===== src/rtl/uart_ab_pkg.sv =====
package uart_ab_pkg;

   localparam int unsigned NRATE     = 4;
   localparam int unsigned BASE_BAUD = 1200;

   typedef logic [1:0] rate_t;

   typedef enum logic [1:0] {
      M_IDLE,
      M_LOW,
      M_GUARD,
      M_WAIT
   } meter_st_e;

   typedef enum logic [1:0] {
      D_IDLE,
      D_START,
      D_DATA,
      D_STOP
   } deframe_st_e;

   // rounded clock cycles per bit for rate index idx (baud = BASE_BAUD << idx)
   function automatic int unsigned bit_cycles(input longint unsigned clk_hz,
                                              input int unsigned idx);
      longint unsigned baud;
      baud = 64'(BASE_BAUD) << idx;
      return 32'((clk_hz + baud / 64'd2) / baud);
   endfunction

endpackage


===== src/rtl/uart_ab_sync.sv =====
module uart_ab_sync #(
   parameter int unsigned STAGES = 2
) (
   input  logic clk,
   input  logic rst_n,
   input  logic d,
   output logic q
);

   generate
      if (STAGES < 2) begin : g_bad_stages
         $error("uart_ab_sync: STAGES must be at least 2");
      end
   endgenerate

   logic [STAGES-1:0] sh_q;

   always_ff @(posedge clk or negedge rst_n) begin
      if (!rst_n) sh_q <= '1;
      else        sh_q <= {sh_q[STAGES-2:0], d};
   end

   assign q = sh_q[STAGES-1];

endmodule


===== src/rtl/uart_ab_meter.sv =====
module uart_ab_meter
   import uart_ab_pkg::*;
#(
   parameter int unsigned CLK_HZ     = 50_000_000,
   parameter int unsigned TOL_PCT    = 12,
   parameter int unsigned MATCH_NEED = 2,
   parameter int unsigned SPACE_LOW  = 6
) (
   input  logic  clk,
   input  logic  rst_n,
   input  logic  line,
   input  logic  relearn,
   output logic  locked,
   output rate_t rate
);

   localparam int unsigned P_SLOW   = bit_cycles(64'(CLK_HZ), 0);
   localparam int unsigned P_FAST   = bit_cycles(64'(CLK_HZ), NRATE - 1);
   localparam int unsigned MEAS_MAX = (SPACE_LOW * P_SLOW * (100 + TOL_PCT)) / 100 + 1;
   localparam int unsigned GAP      = 11 * P_SLOW;
   localparam int unsigned CW       = $clog2(GAP + 1);
   localparam int unsigned MW       = $clog2(MATCH_NEED + 1);
   localparam logic [CW-1:0] MEAS_LIM = CW'(MEAS_MAX);
   localparam logic [CW-1:0] GAP_LIM  = CW'(GAP);
   localparam logic [MW-1:0] NEED     = MW'(MATCH_NEED);

   generate
      if (TOL_PCT >= 33) begin : g_bad_tol
         $error("uart_ab_meter: TOL_PCT must stay below 33 so rate windows do not overlap");
      end
      if (MATCH_NEED < 1) begin : g_bad_match
         $error("uart_ab_meter: MATCH_NEED must be at least 1");
      end
      if (P_FAST < 8) begin : g_bad_clk
         $error("uart_ab_meter: CLK_HZ too low for the fastest rate");
      end
      if (SPACE_LOW < 1) begin : g_bad_low
         $error("uart_ab_meter: SPACE_LOW must be at least 1");
      end
   endgenerate

   // acceptance windows and post-measurement guard lengths per rate
   logic [CW-1:0]    lo_tab    [NRATE];
   logic [CW-1:0]    hi_tab    [NRATE];
   logic [CW-1:0]    guard_tab [NRATE];
   logic [NRATE-1:0] hit;
   logic [CW-1:0]    cnt_q;

   for (genvar g = 0; g < NRATE; g++) begin : g_win
      localparam int unsigned PG  = bit_cycles(64'(CLK_HZ), g);
      localparam int unsigned NOM = SPACE_LOW * PG;
      assign lo_tab[g]    = CW'((NOM * (100 - TOL_PCT)) / 100);
      assign hi_tab[g]    = CW'((NOM * (100 + TOL_PCT)) / 100);
      // from the end of the low interval to mid stop bit: 3.5 bit times
      assign guard_tab[g] = CW'(3 * PG + PG / 2);
      assign hit[g]       = (cnt_q >= lo_tab[g]) && (cnt_q <= hi_tab[g]);
   end

   logic  hit_any;
   rate_t hit_idx;

   always_comb begin
      hit_any = |hit;
      hit_idx = '0;
      for (int i = 0; i < NRATE; i++) begin
         if (hit[i]) hit_idx = rate_t'(i);
      end
   end

   meter_st_e       st_q;
   rate_t           cand_q;
   logic [MW-1:0]   mcnt_q;
   logic            lock_q;
   rate_t           rate_q;
   logic            line_d;

   always_ff @(posedge clk or negedge rst_n) begin
      if (!rst_n) begin
         st_q   <= M_IDLE;
         cnt_q  <= '0;
         cand_q <= '0;
         mcnt_q <= '0;
         lock_q <= 1'b0;
         rate_q <= '0;
         line_d <= 1'b1;
      end else begin
         line_d <= line;
         if (relearn) begin
            st_q   <= M_IDLE;
            cnt_q  <= '0;
            mcnt_q <= '0;
            lock_q <= 1'b0;
         end else begin
            case (st_q)
               M_IDLE: begin
                  if (!lock_q && line_d && !line) begin
                     st_q  <= M_LOW;
                     cnt_q <= CW'(1);
                  end
               end
               M_LOW: begin
                  if (line) begin
                     if (hit_any) begin
                        st_q   <= M_GUARD;
                        cnt_q  <= guard_tab[hit_idx];
                        cand_q <= hit_idx;
                        if (mcnt_q != '0 && cand_q == hit_idx) begin
                           if (mcnt_q != NEED) mcnt_q <= mcnt_q + 1'b1;
                        end else begin
                           mcnt_q <= MW'(1);
                        end
                     end else begin
                        st_q   <= M_WAIT;
                        cnt_q  <= '0;
                        mcnt_q <= '0;
                     end
                  end else if (cnt_q >= MEAS_LIM) begin
                     st_q   <= M_WAIT;
                     cnt_q  <= '0;
                     mcnt_q <= '0;
                  end else begin
                     cnt_q <= cnt_q + 1'b1;
                  end
               end
               M_GUARD: begin
                  if (cnt_q <= CW'(1)) begin
                     st_q <= M_IDLE;
                     if (mcnt_q >= NEED) begin
                        lock_q <= 1'b1;
                        rate_q <= cand_q;
                        mcnt_q <= '0;
                     end
                  end else begin
                     cnt_q <= cnt_q - 1'b1;
                  end
               end
               default: begin
                  if (!line)               cnt_q <= '0;
                  else if (cnt_q >= GAP_LIM) st_q <= M_IDLE;
                  else                     cnt_q <= cnt_q + 1'b1;
               end
            endcase
         end
      end
   end

   assign locked = lock_q;
   assign rate   = rate_q;

   // lock is only granted at the end of a measurement's guard period
   p_lock_from_guard_r6: assert property (@(posedge clk) disable iff (!rst_n)
      $rose(lock_q) |-> $past(st_q) == M_GUARD);

   // relearn always leaves the block unlocked
   p_relearn_clears_r8: assert property (@(posedge clk) disable iff (!rst_n)
      relearn |=> !lock_q);

   // no measurement is taken while locked
   p_idle_when_locked_r7: assert property (@(posedge clk) disable iff (!rst_n)
      (lock_q && $past(lock_q)) |-> st_q == M_IDLE);

endmodule


===== src/rtl/uart_ab_deframer.sv =====
module uart_ab_deframer
   import uart_ab_pkg::*;
#(
   parameter int unsigned CLK_HZ = 50_000_000,
   parameter int unsigned DBITS  = 8
) (
   input  logic             clk,
   input  logic             rst_n,
   input  logic             en,
   input  logic             line,
   input  rate_t            rate,
   output logic [DBITS-1:0] data,
   output logic             vld,
   output logic             ferr
);

   localparam int unsigned P_SLOW = bit_cycles(64'(CLK_HZ), 0);
   localparam int unsigned CW     = $clog2(P_SLOW + 1);
   localparam int unsigned BW     = $clog2(DBITS);
   localparam logic [BW-1:0] LAST_BIT = BW'(DBITS - 1);

   generate
      if (DBITS < 2) begin : g_bad_bits
         $error("uart_ab_deframer: DBITS must be at least 2");
      end
   endgenerate

   logic [CW-1:0] per_tab [NRATE];

   for (genvar g = 0; g < NRATE; g++) begin : g_per
      assign per_tab[g] = CW'(bit_cycles(64'(CLK_HZ), g));
   end

   logic [CW-1:0] per;
   logic [CW-1:0] half;

   assign per  = per_tab[rate];
   assign half = per >> 1;

   deframe_st_e      st_q;
   logic [CW-1:0]    cnt_q;
   logic [BW-1:0]    bit_q;
   logic [DBITS-1:0] sh_q;
   logic [DBITS-1:0] data_q;
   logic             vld_q;
   logic             ferr_q;
   logic             line_d;

   always_ff @(posedge clk or negedge rst_n) begin
      if (!rst_n) begin
         st_q   <= D_IDLE;
         cnt_q  <= '0;
         bit_q  <= '0;
         sh_q   <= '0;
         data_q <= '0;
         vld_q  <= 1'b0;
         ferr_q <= 1'b0;
         line_d <= 1'b1;
      end else begin
         line_d <= line;
         vld_q  <= 1'b0;
         ferr_q <= 1'b0;
         if (!en) begin
            st_q <= D_IDLE;
         end else begin
            case (st_q)
               D_IDLE: begin
                  if (line_d && !line) begin
                     st_q  <= D_START;
                     cnt_q <= half - 1'b1;
                  end
               end
               D_START: begin
                  if (cnt_q == '0) begin
                     if (!line) begin
                        st_q  <= D_DATA;
                        cnt_q <= per - 1'b1;
                        bit_q <= '0;
                     end else begin
                        st_q <= D_IDLE;
                     end
                  end else begin
                     cnt_q <= cnt_q - 1'b1;
                  end
               end
               D_DATA: begin
                  if (cnt_q == '0) begin
                     sh_q  <= {line, sh_q[DBITS-1:1]};
                     cnt_q <= per - 1'b1;
                     if (bit_q == LAST_BIT) st_q <= D_STOP;
                     else                   bit_q <= bit_q + 1'b1;
                  end else begin
                     cnt_q <= cnt_q - 1'b1;
                  end
               end
               default: begin
                  if (cnt_q == '0) begin
                     if (line) begin
                        vld_q  <= 1'b1;
                        data_q <= sh_q;
                     end else begin
                        ferr_q <= 1'b1;
                     end
                     st_q <= D_IDLE;
                  end else begin
                     cnt_q <= cnt_q - 1'b1;
                  end
               end
            endcase
         end
      end
   end

   assign data = data_q;
   assign vld  = vld_q;
   assign ferr = ferr_q;

   // an output strobe only follows a cycle in which reception was enabled
   p_out_needs_en_r7: assert property (@(posedge clk) disable iff (!rst_n)
      (vld_q || ferr_q) |-> $past(en));

   // a good byte is announced for one cycle only
   p_valid_pulse_r1: assert property (@(posedge clk) disable iff (!rst_n)
      vld_q |=> !vld_q);

   // a framing error is reported from the stop-bit state only
   p_ferr_from_stop_r2: assert property (@(posedge clk) disable iff (!rst_n)
      ferr_q |-> $past(st_q) == D_STOP);

endmodule


===== src/rtl/uart_autobaud_rx.sv =====
module uart_autobaud_rx
   import uart_ab_pkg::*;
#(
   parameter int unsigned CLK_HZ      = 50_000_000,
   parameter int unsigned SYNC_STAGES = 2,
   parameter int unsigned TOL_PCT     = 12,
   parameter int unsigned MATCH_NEED  = 2
) (
   input  logic       clk,
   input  logic       rst_n,
   input  logic       rxd,
   input  logic       relearn,
   output logic       locked,
   output logic [1:0] rate,
   output logic [7:0] rx_data,
   output logic       rx_valid,
   output logic       frame_err
);

   logic  line;
   logic  lock_w;
   rate_t rate_w;

   uart_ab_sync #(
      .STAGES (SYNC_STAGES)
   ) u_sync (
      .clk   (clk),
      .rst_n (rst_n),
      .d     (rxd),
      .q     (line)
   );

   uart_ab_meter #(
      .CLK_HZ     (CLK_HZ),
      .TOL_PCT    (TOL_PCT),
      .MATCH_NEED (MATCH_NEED),
      .SPACE_LOW  (6)
   ) u_meter (
      .clk     (clk),
      .rst_n   (rst_n),
      .line    (line),
      .relearn (relearn),
      .locked  (lock_w),
      .rate    (rate_w)
   );

   uart_ab_deframer #(
      .CLK_HZ (CLK_HZ),
      .DBITS  (8)
   ) u_deframer (
      .clk   (clk),
      .rst_n (rst_n),
      .en    (lock_w),
      .line  (line),
      .rate  (rate_w),
      .data  (rx_data),
      .vld   (rx_valid),
      .ferr  (frame_err)
   );

   assign locked = lock_w;
   assign rate   = rate_w;

   // a byte and a framing error never come from the same frame
   p_one_outcome_r2: assert property (@(posedge clk) disable iff (!rst_n)
      !(rx_valid && frame_err));

   // the learned rate holds for as long as the lock does
   p_rate_hold_r11: assert property (@(posedge clk) disable iff (!rst_n)
      (locked && $past(locked)) |-> $stable(rate));

   // nothing is delivered while unlocked
   p_quiet_unlocked_r7: assert property (@(posedge clk) disable iff (!rst_n)
      !locked |-> !(rx_valid || frame_err));

endmodule


===== config.mk =====
export PLATFORM = sky130hd
export DESIGN_NAME = uart_autobaud_rx
export DESIGN_NICKNAME = d
export VERILOG_FILES = /design/src/rtl/uart_ab_pkg.sv /design/src/rtl/uart_ab_sync.sv /design/src/rtl/uart_ab_meter.sv /design/src/rtl/uart_ab_deframer.sv /design/src/rtl/uart_autobaud_rx.sv
export SDC_FILE = /design/constraint.sdc
export NUM_CORES = 1
export LEC_CHECK = 0
export BUFFER_PORTS_ARGS = -buffer_cell sky130_fd_sc_hd__buf_2
export CORE_ASPECT_RATIO = 1.75
export CORE_MARGIN = 1.5
export CORE_UTILIZATION = 50
export DETAILED_ROUTE_END_ITERATION = 8
export PLACE_DENSITY_LB_ADDON = 0.1
export RECOVER_POWER = 100
export SLEW_MARGIN = 20
export SYNTH_ARGS = -nofsm -noshare
export SYNTH_HDL_FRONTEND = slang
export SYNTH_HIERARCHICAL = 1
export SYNTH_SLANG_ARGS = --single-unit

===== constraint.sdc =====
create_clock -name clk -period 4.3 [get_ports clk]
set_input_delay 0.86 -clock clk [delete_from_list [all_inputs] [get_ports clk]]
set_output_delay 0.86 -clock clk [all_outputs]
set_load 0.05 [all_outputs]

Yosys cells after proc, flatten, opt, wreduce, memory -nomap -nowiden
Cells that the tools add are included.
{"block": "totals", "regBits": 70, "input_bits": 4, "output_inout_bits": 13, "elab_cells": 167}
{"block": "classes", "n_addsub": 7, "order_cmp": 14, "eq_ne": 26, "muxes": 67, "n_bitwise": 4, "reduce_logical": 34}
{"cell": "19-bit two-way mux", "n": 10}
{"cell": "16-bit two-way mux", "n": 7}
{"cell": "19-bit one-hot mux with 3 select lines", "n": 1}
{"cell": "2-bit two-way mux", "n": 24}
{"cell": "16-bit one-hot mux with 3 select lines", "n": 1}
{"cell": "19-bit binary-select mux with 2-bit select", "n": 1}
{"cell": "19-bit >= comparator, second input constant", "n": 2}
{"cell": "16-bit binary-select mux with 2-bit select", "n": 1}
{"cell": "16-bit by 1-bit subtractor with 16-bit output, second input constant", "n": 2}
{"cell": "3-bit by 2-bit inequality test with 1-bit output, second input constant", "n": 7}
{"cell": "19-bit by 1-bit adder with 19-bit output, second input constant", "n": 1}
{"cell": "19-bit by 15-bit >= comparator with 1-bit output, second input constant", "n": 1}
{"cell": "19-bit by 16-bit >= comparator with 1-bit output, second input constant", "n": 1}
{"cell": "19-bit by 17-bit >= comparator with 1-bit output, second input constant", "n": 1}
{"cell": "19-bit by 18-bit >= comparator with 1-bit output, second input constant", "n": 1}
{"cell": "19-bit by 1-bit <= comparator with 1-bit output, second input constant", "n": 1}
{"cell": "19-bit by 16-bit <= comparator with 1-bit output, second input constant", "n": 1}
{"cell": "19-bit by 17-bit <= comparator with 1-bit output, second input constant", "n": 1}
{"cell": "19-bit by 18-bit <= comparator with 1-bit output, second input constant", "n": 1}
{"cell": "19-bit <= comparator, second input constant", "n": 1}
{"cell": "19-bit by 1-bit subtractor with 19-bit output, second input constant", "n": 1}
{"cell": "16-bit zero test", "n": 1}
{"cell": "4-bit AND reduction", "n": 4}
{"cell": "15-bit by 1-bit subtractor with 16-bit output, second input constant", "n": 1}
{"cell": "33 further kinds", "n": 79}

Logic depth before layout (Yosys ltp)
Gate-level depths: netlist of the first run.
{"block": "logic_depth", "depth_word": 13, "mapped_depth": 15, "depth_no_buf": 13}

Hierarchy
The synthesis of the first run kept the hierarchy.
{"mod": "uart_ab_meter", "instances": 1, "cells_per_inst": 477, "area_per_inst_um2": 3548.4, "seq_area_each_um2": 726.9}
{"mod": "uart_ab_deframer", "instances": 1, "cells_per_inst": 313, "area_per_inst_um2": 2875.3, "seq_area_each_um2": 1002.2}
{"mod": "uart_ab_sync", "instances": 1, "cells_per_inst": 2, "area_per_inst_um2": 52.6, "seq_area_each_um2": 52.6}

Worst setup path after synthesis of the first run
No wires, ideal clock.
{"block": "synth_timing", "path_kind": "flip-flop to flip-flop", "startpoint": "register u_meter.cnt_q[1]", "endpoint": "register u_meter.cnt_q[3]", "setup_time_ns": 0.121, "arrival_ns": 3.021, "required_ns": 4.179, "slack_ns": 1.158, "path_stages_with_launch": 15, "n_path_buf": 2, "period_less_slack_ns": 3.142, "cell_sequence": "dfrtp_1 clkbuf_1 inv_1 ha_1 nand2_1 o41ai_1 o21bai_1 a21oi_1 o21a_1 buf_2 inv_1 ha_1 o31a_1 a221o_1 a22o_1"}
{"block": "synth_between", "word_cells_on_any_way": 36, "classes_between": "add/sub: 2; order compare: 11; eq/ne: 2; mux: 14; bitwise: 1; reduce/logical: 6"}
{"element": "start: declaration", "line": "uart_ab_meter.sv:47", "source": "logic [CW-1:0] cnt_q;"}
{"element": "start signal: assignment", "line": "uart_ab_meter.sv:105", "source": "cnt_q <= guard_tab[hit_idx];"}
{"element": "start signal: assignment", "line": "uart_ab_meter.sv:122", "source": "cnt_q <= cnt_q + 1'b1;"}
{"element": "start signal: assignment", "line": "uart_ab_meter.sv:134", "source": "cnt_q <= cnt_q - 1'b1;"}
{"element": "19-bit by 16-bit >= comparator with 1-bit output or 19-bit by 17-bit <= comparator with 1-bit output (tied branches)", "line": "uart_ab_meter.sv:56", "source": "assign hit[g] = (cnt_q >= lo_tab[g]) && (cnt_q <= hi_tab[g]);"}
{"element": "1-bit logical AND", "line": "uart_ab_meter.sv:56"}
{"element": "2-bit two-way mux", "line": "uart_ab_meter.sv:66", "source": "if (hit[i]) hit_idx = rate_t'(i);"}
{"element": "2-bit two-way mux *", "line": "uart_ab_meter.sv:66"}
{"element": "via u_meter.hit_idx[1]", "line": "uart_ab_meter.sv:60", "source": "rate_t hit_idx;"}
{"element": "2-bit NOT with 3-bit output (implied by the code) *", "line": "uart_ab_meter.sv:105"}
{"element": "19-bit binary-select mux with 2-bit select *", "line": "uart_ab_meter.sv:105"}
{"element": "19-bit two-way mux (implied by the code) * (2 in series)", "line": "uart_ab_meter.sv:105"}
{"element": "19-bit two-way mux *", "line": "uart_ab_meter.sv:103", "source": "if (hit_any) begin"}
{"element": "19-bit two-way mux *", "line": "uart_ab_meter.sv:102", "source": "if (line) begin"}
{"element": "19-bit one-hot mux with 3 select lines *", "line": "uart_ab_meter.sv:94", "source": "case (st_q)"}
{"element": "19-bit two-way mux *", "line": "uart_ab_meter.sv:88", "source": "if (relearn) begin"}
The timed path passes the listed nets; every way through them passes the cells marked *. The select of a mux whose other input is x is not followed.
A chain may end at the register's enable or synchronous reset.

Final worst setup path of the first run
{"block": "layout_timing", "startpoint": "register u_meter.cnt_q[2]", "endpoint": "register u_meter.cnt_q[8]"}
{"block": "layout_between", "elab_chain_cells": 13, "word_cells_on_any_way": 36, "classes_between": "add/sub: 2; order compare: 11; eq/ne: 2; mux: 14; bitwise: 1; reduce/logical: 6"}
{"element": "19-bit by 17-bit >= comparator with 1-bit output or 19-bit by 18-bit <= comparator with 1-bit output (tied branches)", "line": "uart_ab_meter.sv:56"}
{"element": "1-bit logical AND", "line": "uart_ab_meter.sv:56"}
{"element": "1-bit two-way mux", "line": "uart_ab_meter.sv:66"}
{"element": "2-bit two-way mux (2 in series)", "line": "uart_ab_meter.sv:66"}
{"element": "2-bit NOT with 3-bit output (implied by the code)", "line": "uart_ab_meter.sv:105"}
{"element": "19-bit binary-select mux with 2-bit select", "line": "uart_ab_meter.sv:105"}
{"element": "19-bit two-way mux (implied by the code) (2 in series)", "line": "uart_ab_meter.sv:105"}
{"element": "19-bit two-way mux", "line": "uart_ab_meter.sv:103"}
{"element": "19-bit two-way mux", "line": "uart_ab_meter.sv:102"}
{"element": "19-bit one-hot mux with 3 select lines", "line": "uart_ab_meter.sv:94"}
{"element": "19-bit two-way mux", "line": "uart_ab_meter.sv:88"}
Several ways; a longest one is shown, not always the timed one. The select of a mux whose other input is x is not followed.

==> results.yml, run 1 <==
cells_and_area:
  final_cell_mix: "dfrtp_1, nand2_1, o21ai_0"
  multi_input_area_um2: 4250
  layout-drive-gt1-share: 0.0999
  fillers: 1206
  antennaDiodeCount: 0
  layout_commonest_cell: "dfrtp_1"
  register_area_um2: 1780
  syn_to_final_growth_pct: 6.53
  fin_nets: 812
worst_setup_path:
  path_cells: "nor4_1 > nand4_1 > nor4_1 > a21oi_1 > nand3_1 > clkbuf_1 > o21ai_0 > a22o_1 > a31o_2"
  cp-end-kind: "flop"
  slowest_stage: "dfrtp_1"
  path_common_cell: "nor4_1"
  reg2regPathDepth: 9
  start_kind: "flop"
  max_stage_delay_ns: 0.64
  crit_type: "reg2reg"
  crit_fanout: 22
  arrival_ns: 4.15
  crit_required_ns: 4.52
grt:
  first_global_vias: 6462
  grt_usage: 0.356
  grt_first_pass_wirelength_um: 36400
  grt_start_max_net_pins: 72
  antenna_found_initial: 0
  grt_overflow: 0
synth:
  ys_async_sr_fraction: 1.00
  synth-seq-cells: 71
  postSynthAreaPerCell_um2: 8.18
  ys.flop_type: "dfrtp_1"
  ys_types: 87
  synth_nets: 828
  yosysWarningCount: 6
  synth_top_area_cell: "dfrtp_1"
  syn_area_um2: 6480
  syn_inst: 792
  synth-seq-area-share: 0.275
  synthTopCellsByArea: "dfrtp_1, ha_1, o21ai_0"
  yosysTopAreaCellShare: 0.259
  synth_edf_count: 0
sta:
  grt_setup_unrepaired: "false"
  finalCritPeriodShare: 0.912
  final-hold-violation-count: 0
  fin_crit_ns: 3.92
  whs_ns: 0.361
  fin_ws_ns: 0.377
  clock_skew_ns: 0.0105
  setup_tns_ns: 0
  fmax_mhz: 255
  setup_viol: 0
  max_slew_margin: -0.213
  final-max-slew-violation-count: 82
  tightest_slew_ns: 1.82
power:
  leakage_uw: 0.00282
  cellPowerDensity_nw_per_um2: 576
  vdd_drop_max_mv: 0.551
cts:
  clk_pin_slew_ns: 0.06
  cts_hold_buf: 0
  htreeDepth: 3
  cts_resized: 0
  cts_root_buf: "clkbuf_16"
  insertion_delay_ns: 0.34
  cts_setup_buffers: 0
  cts_tree: "done"
  clockBufferDepth: 2
  cts_sinks: 71
  numCtsBuffers: 9
die:
  die_y_um: 154
  ioPinCount: 17
  start_util: 0.515
  core_um2: 12600
  die-area_um2: 13700
  fp.dieW_um: 89.0
  fp-row-count: 54
placement:
  pre_cts_ws_ns: 0.555
  io_buffer_count: 16
  gp_congestion: 1.09
  hpwl_um: 17300
drt:
  drt-total-wl_um: 23700
  vias: 6635
  viasPerCell: 6.99
  ant_nets: 0
  dr.pass1.iters: 8
  drtIter0Drc: 557
  wl_per_cell_um: 25.0
  remaining_drc_errors: 1
flow_run:
  drv_cap: 2
status:
  failed_checks: "design-rule violations, max-capacitance violations, max-slew violations"
  status: "complete, but fails checks"
hold_path:
  worst_hold_path_type: "reg2reg"
  min_path_cells: 0
==> power by group <==
| group | total, uW | leakage, uW | switching (uW) | internal, uW |
|---|---|---|---|---|
| combinational | 2110 | 0.00170 | 1360 | 754 |
| clock | 846 | 0.000155 | 318 | 528 |
| sequential | 1010 | 0.000967 | 262 | 749 |
==> critical path: cells and delay by family, from the launching register on <==
family / cells / cell delay [ns]
buf+inv: 1 / 0.58
flops: 1 / 0.64
simple gates: 4 / 1.72
compound gates: 4 / 0.88
==> registers in the layout, summed over array words and instances, names as in the netlist <==
signal	count
u_meter/st_q	2
u_deframer/line_d	1
u_meter/cand_q	2
u_meter/line_d	1
u_deframer/vld	1
u_meter/mcnt_q	2
u_deframer/ferr	1
u_sync/sh_q	2
u_deframer/data	8
u_meter/locked	1
u_deframer/sh_q	8
u_deframer/bit_q	3
u_deframer/st_q	2
u_meter/rate	2
u_meter/cnt_q	19
u_deframer/cnt_q	16
==> final timing paths <==
| path | from | end | slack [ns] |
|---|---|---|---|
| min in group asynchronous | rst_n | u_deframer/sh_q[2] | 1.01 |
| min reg2reg | u_sync/sh_q[0] | u_sync/sh_q[1] | 0.36 |
| max in group asynchronous | rst_n | u_meter/cnt_q[17] | 2.20 |
| max reg2reg | u_meter/cnt_q[2] | u_meter/cnt_q[8] | 0.38 |
| min | u_sync/sh_q[0] | u_sync/sh_q[1] | 0.36 |
| max | u_meter/cnt_q[2] | u_meter/cnt_q[8] | 0.38 |
==> through the flow <==
stage,instance area (um^2),std cells,util,power [uW]
floorplan,6480,792,-,2370
global placement,6640,933,0.528,3060
detailed placement,6640,933,0.528,3050
CTS,6970,949,0.555,3920
global route,6900,949,0.549,4140
finish,6900,949,0.549,3970
==> routing by layer <==
layer | track usage | part of all wire
met4 | 0.272 | 0.098
met3 | 0.0488 | 0.063
met5 | 0 | 0
met2 | 0.621 | 0.51
met1 | 0.372 | 0.33
==> area by class of cell <==
cell class / count / share of cell area
Clock inverter: 6 / 0.0134
Multi-Input combinational cell: 623 / 0.616
Sequential cell: 71 / 0.258
Timing Repair Buffer: 35 / 0.0277
Tap cell: 168 / 0.0305
Clock buffer: 10 / 0.0346
Inverter: 36 / 0.0196
==> synth_stat cells, types with 5 or more instances <==
library cell / number
a211oi_1: 10
o21a_1: 6
and4_1: 6
dfrtp_1: 67
mux2_2: 20
and3_1: 7
a22o_1: 8
a31oi_1: 14
xnor2_1: 28
xor2_1: 13
nand3b_1: 10
or3_1: 8
o21ai_0: 61
clkbuf_1: 43
nor4_1: 9
nor2_1: 50
nand4_1: 19
a32oi_1: 5
a22oi_1: 6
nor3_1: 31
buf_2: 9
a221oi_1: 9
inv_1: 33
a21o_1: 14
o31a_1: 6
mux2i_1: 5
nor2b_1: 10
nand2_1: 62
nand3_1: 31
ha_1: 32
a21oi_1: 30
a2bb2oi_1: 5
nor4b_1: 8
and2_1: 5
==> cells by family (layout without fill, tap and decap cells) <==
kind of cell	Yosys count	in the layout	synth area share
AND/OR/NAND/NOR	290	290	0.249
buffers and inverters	98	87	0.0628
adder cells (fa/ha/maj)	32	32	0.0618
XOR/XNOR	41	41	0.0554
flip-flops	71	71	0.275
multiplexers	25	25	0.0425
AO/OA/AOI/OAI	235	235	0.253
No activity file was read; power rests on OpenSTA's default activity.
==> inputs of run 2 (changes only) <==
- CTS_BUF_LIST: not set -> sky130_fd_sc_hd__clkbuf_16
==> results.yml, run 2 (synthesis gave the netlist of run 1 again) <==
placement:
  gp_congestion: 1.09
  dp.cells: 933
  hpwl_um: 17300
  io_buffer_count: 16
drt:
  drt-total-wl_um: 23700
  wl_per_cell_um: 25.0
  ant_nets: 0
  vias: 6633
  drtIter0Drc: 557
  viasPerCell: 6.99
  remaining_drc_errors: 1
  dr.pass1.iters: 8
cts:
  htreeDepth: 3
  clockBufferDepth: 2
  insertion_delay_ns: 0.34
  cts_resized: 0
  clk_pin_slew_ns: 0.06
  cts_sinks: 71
  cts_tree: "done"
  cts_hold_buf: 0
  numCtsBuffers: 9
  cts_root_buf: "clkbuf_16"
  cts_setup_buffers: 0
status:
  status: "complete, but fails checks"
  failed_checks: "design-rule violations, max-capacitance violations, max-slew violations"
power:
  vdd_drop_max_mv: 0.551
  cellPowerDensity_nw_per_um2: 574
  seqPwrFrac: 0.256
  leakage_uw: 0.00281
  pwr-share-comb: 0.535
  p_sw_uw: 1940
  clockPowerShare: 0.209
  switching_share: 0.491
  internal_power_uw: 2010
sta:
  fmax_mhz: 255
  grt_setup_unrepaired: "false"
  final-hold-violation-count: 0
  clock_skew_ns: 0.0105
  max_slew_margin: -0.213
  tightest_slew_ns: 1.82
  final-max-slew-violation-count: 82
  fin_crit_ns: 3.92
  setup_viol: 0
  finalCritPeriodShare: 0.912
  setup_tns_ns: 0
die:
  start_util: 0.515
  die-area_um2: 13700
  fp-row-count: 54
  ioPinCount: 17
  fp.dieW_um: 89.0
  core_um2: 12600
  die_y_um: 154
cells_and_area:
  fillers: 1207
  largest_reg_flops: 19
  syn_to_final_growth_pct: 6.38
  top_register: "u_meter/cnt_q"
  final_cell_mix: "dfrtp_1, nand2_1, o21ai_0"
  layout_commonest_cell: "dfrtp_1"
  instances_no_fill: 949
  fin_nets: 812
  antennaDiodeCount: 0
  reg_top3: "u_meter/cnt_q x19, u_deframer/cnt_q x16"
  layout-drive-gt1-share: 0.0986
worst_setup_path:
  arrival_ns: 4.15
  crit_fanout: 22
  crit_type: "reg2reg"
  crit_required_ns: 4.52
  start_kind: "flop"
  cp-end-kind: "flop"
grt:
  grt_first_pass_wirelength_um: 36400
  first_global_vias: 6462
  antenna_found_initial: 0
  grt_usage: 0.356
  grt_start_max_net_pins: 72
  grt_overflow: 0
flow_run:
  drv_cap: 2
hold_path:
  worst_hold_path_type: "reg2reg"
[run 2: critical path, cell delays in order (launching register included)]
cell and delay, ns:
dfrtp_1 0.64, nor4_1 0.42, nand4_1 0.49, nor4_1 0.51, a21oi_1 0.17, nand3_1 0.30, clkbuf_1 0.58, o21ai_0 0.26
a22o_1 0.24, a31o_2 0.21
[run 2: final cells by class]
cell class / instances / area [um^2] / share of cell area
multi-input cells: 623 / 4250 / 0.617
well taps: 168 / 210 / 0.0305
clock buffers: 9 / 225 / 0.0327
inverters: 36 / 135 / 0.0196
flip-flops and latches: 71 / 1780 / 0.259
repair buffers: 35 / 191 / 0.0278
clock inverters: 7 / 96.3 / 0.0140
[run 2: final timing paths]
| kind | startpoint | end | slack (ns) | cells after the start |
|---|---|---|---|---|
| max | u_meter/cnt_q[2] | u_meter/cnt_q[8] | 0.38 | 9 |
| min | u_sync/sh_q[0] | u_sync/sh_q[1] | 0.36 | 0 |
| max reg2reg | u_meter/cnt_q[2] | u_meter/cnt_q[8] | 0.38 | 9 |
| min reg2reg | u_sync/sh_q[0] | u_sync/sh_q[1] | 0.36 | 0 |
| max in group asynchronous | rst_n | u_meter/cnt_q[17] | 2.20 | 1 |
| min in group asynchronous | rst_n | u_deframer/sh_q[2] | 1.01 | 1 |
[run 2: through the flow]
stage          cell area [um^2]  setup WS [ns]  power, uW  utilization  hold slack, ns
6_report                   6890          0.377       3950        0.548           0.361
2_1_floorplan              6480           1.16       2370            -           0.345
3_3_place_gp               6640          0.500       3060        0.528           0.346
4_1_cts                    6960          0.530       3900        0.554           0.358
3_5_place_dp               6640          0.555       3050        0.528           0.352
5_1_grt                    6890          0.186       4130        0.548           0.372
[run 2: power groups by stage]
| stage | registers [uW] | clock network [uW] | logic [uW] |
|---|---|---|---|
| 6_report | 1010 | 827 | 2110 |
| 3_3_place_gp | 1010 | 0 | 2060 |
| 5_1_grt | 1030 | 873 | 2230 |
| 4_1_cts | 998 | 842 | 2060 |
| 2_1_floorplan | 822 | 0 | 1550 |
| 3_5_place_dp | 1010 | 0 | 2040 |
[run 2: metal layers]
layer,vias up,share of wire,track usage
met5,-,0,0
met4,0,0.098,0.272
met3,138,0.064,0.0488
met2,392,0.51,0.621
met1,3167,0.33,0.372
li1,2936,-,-
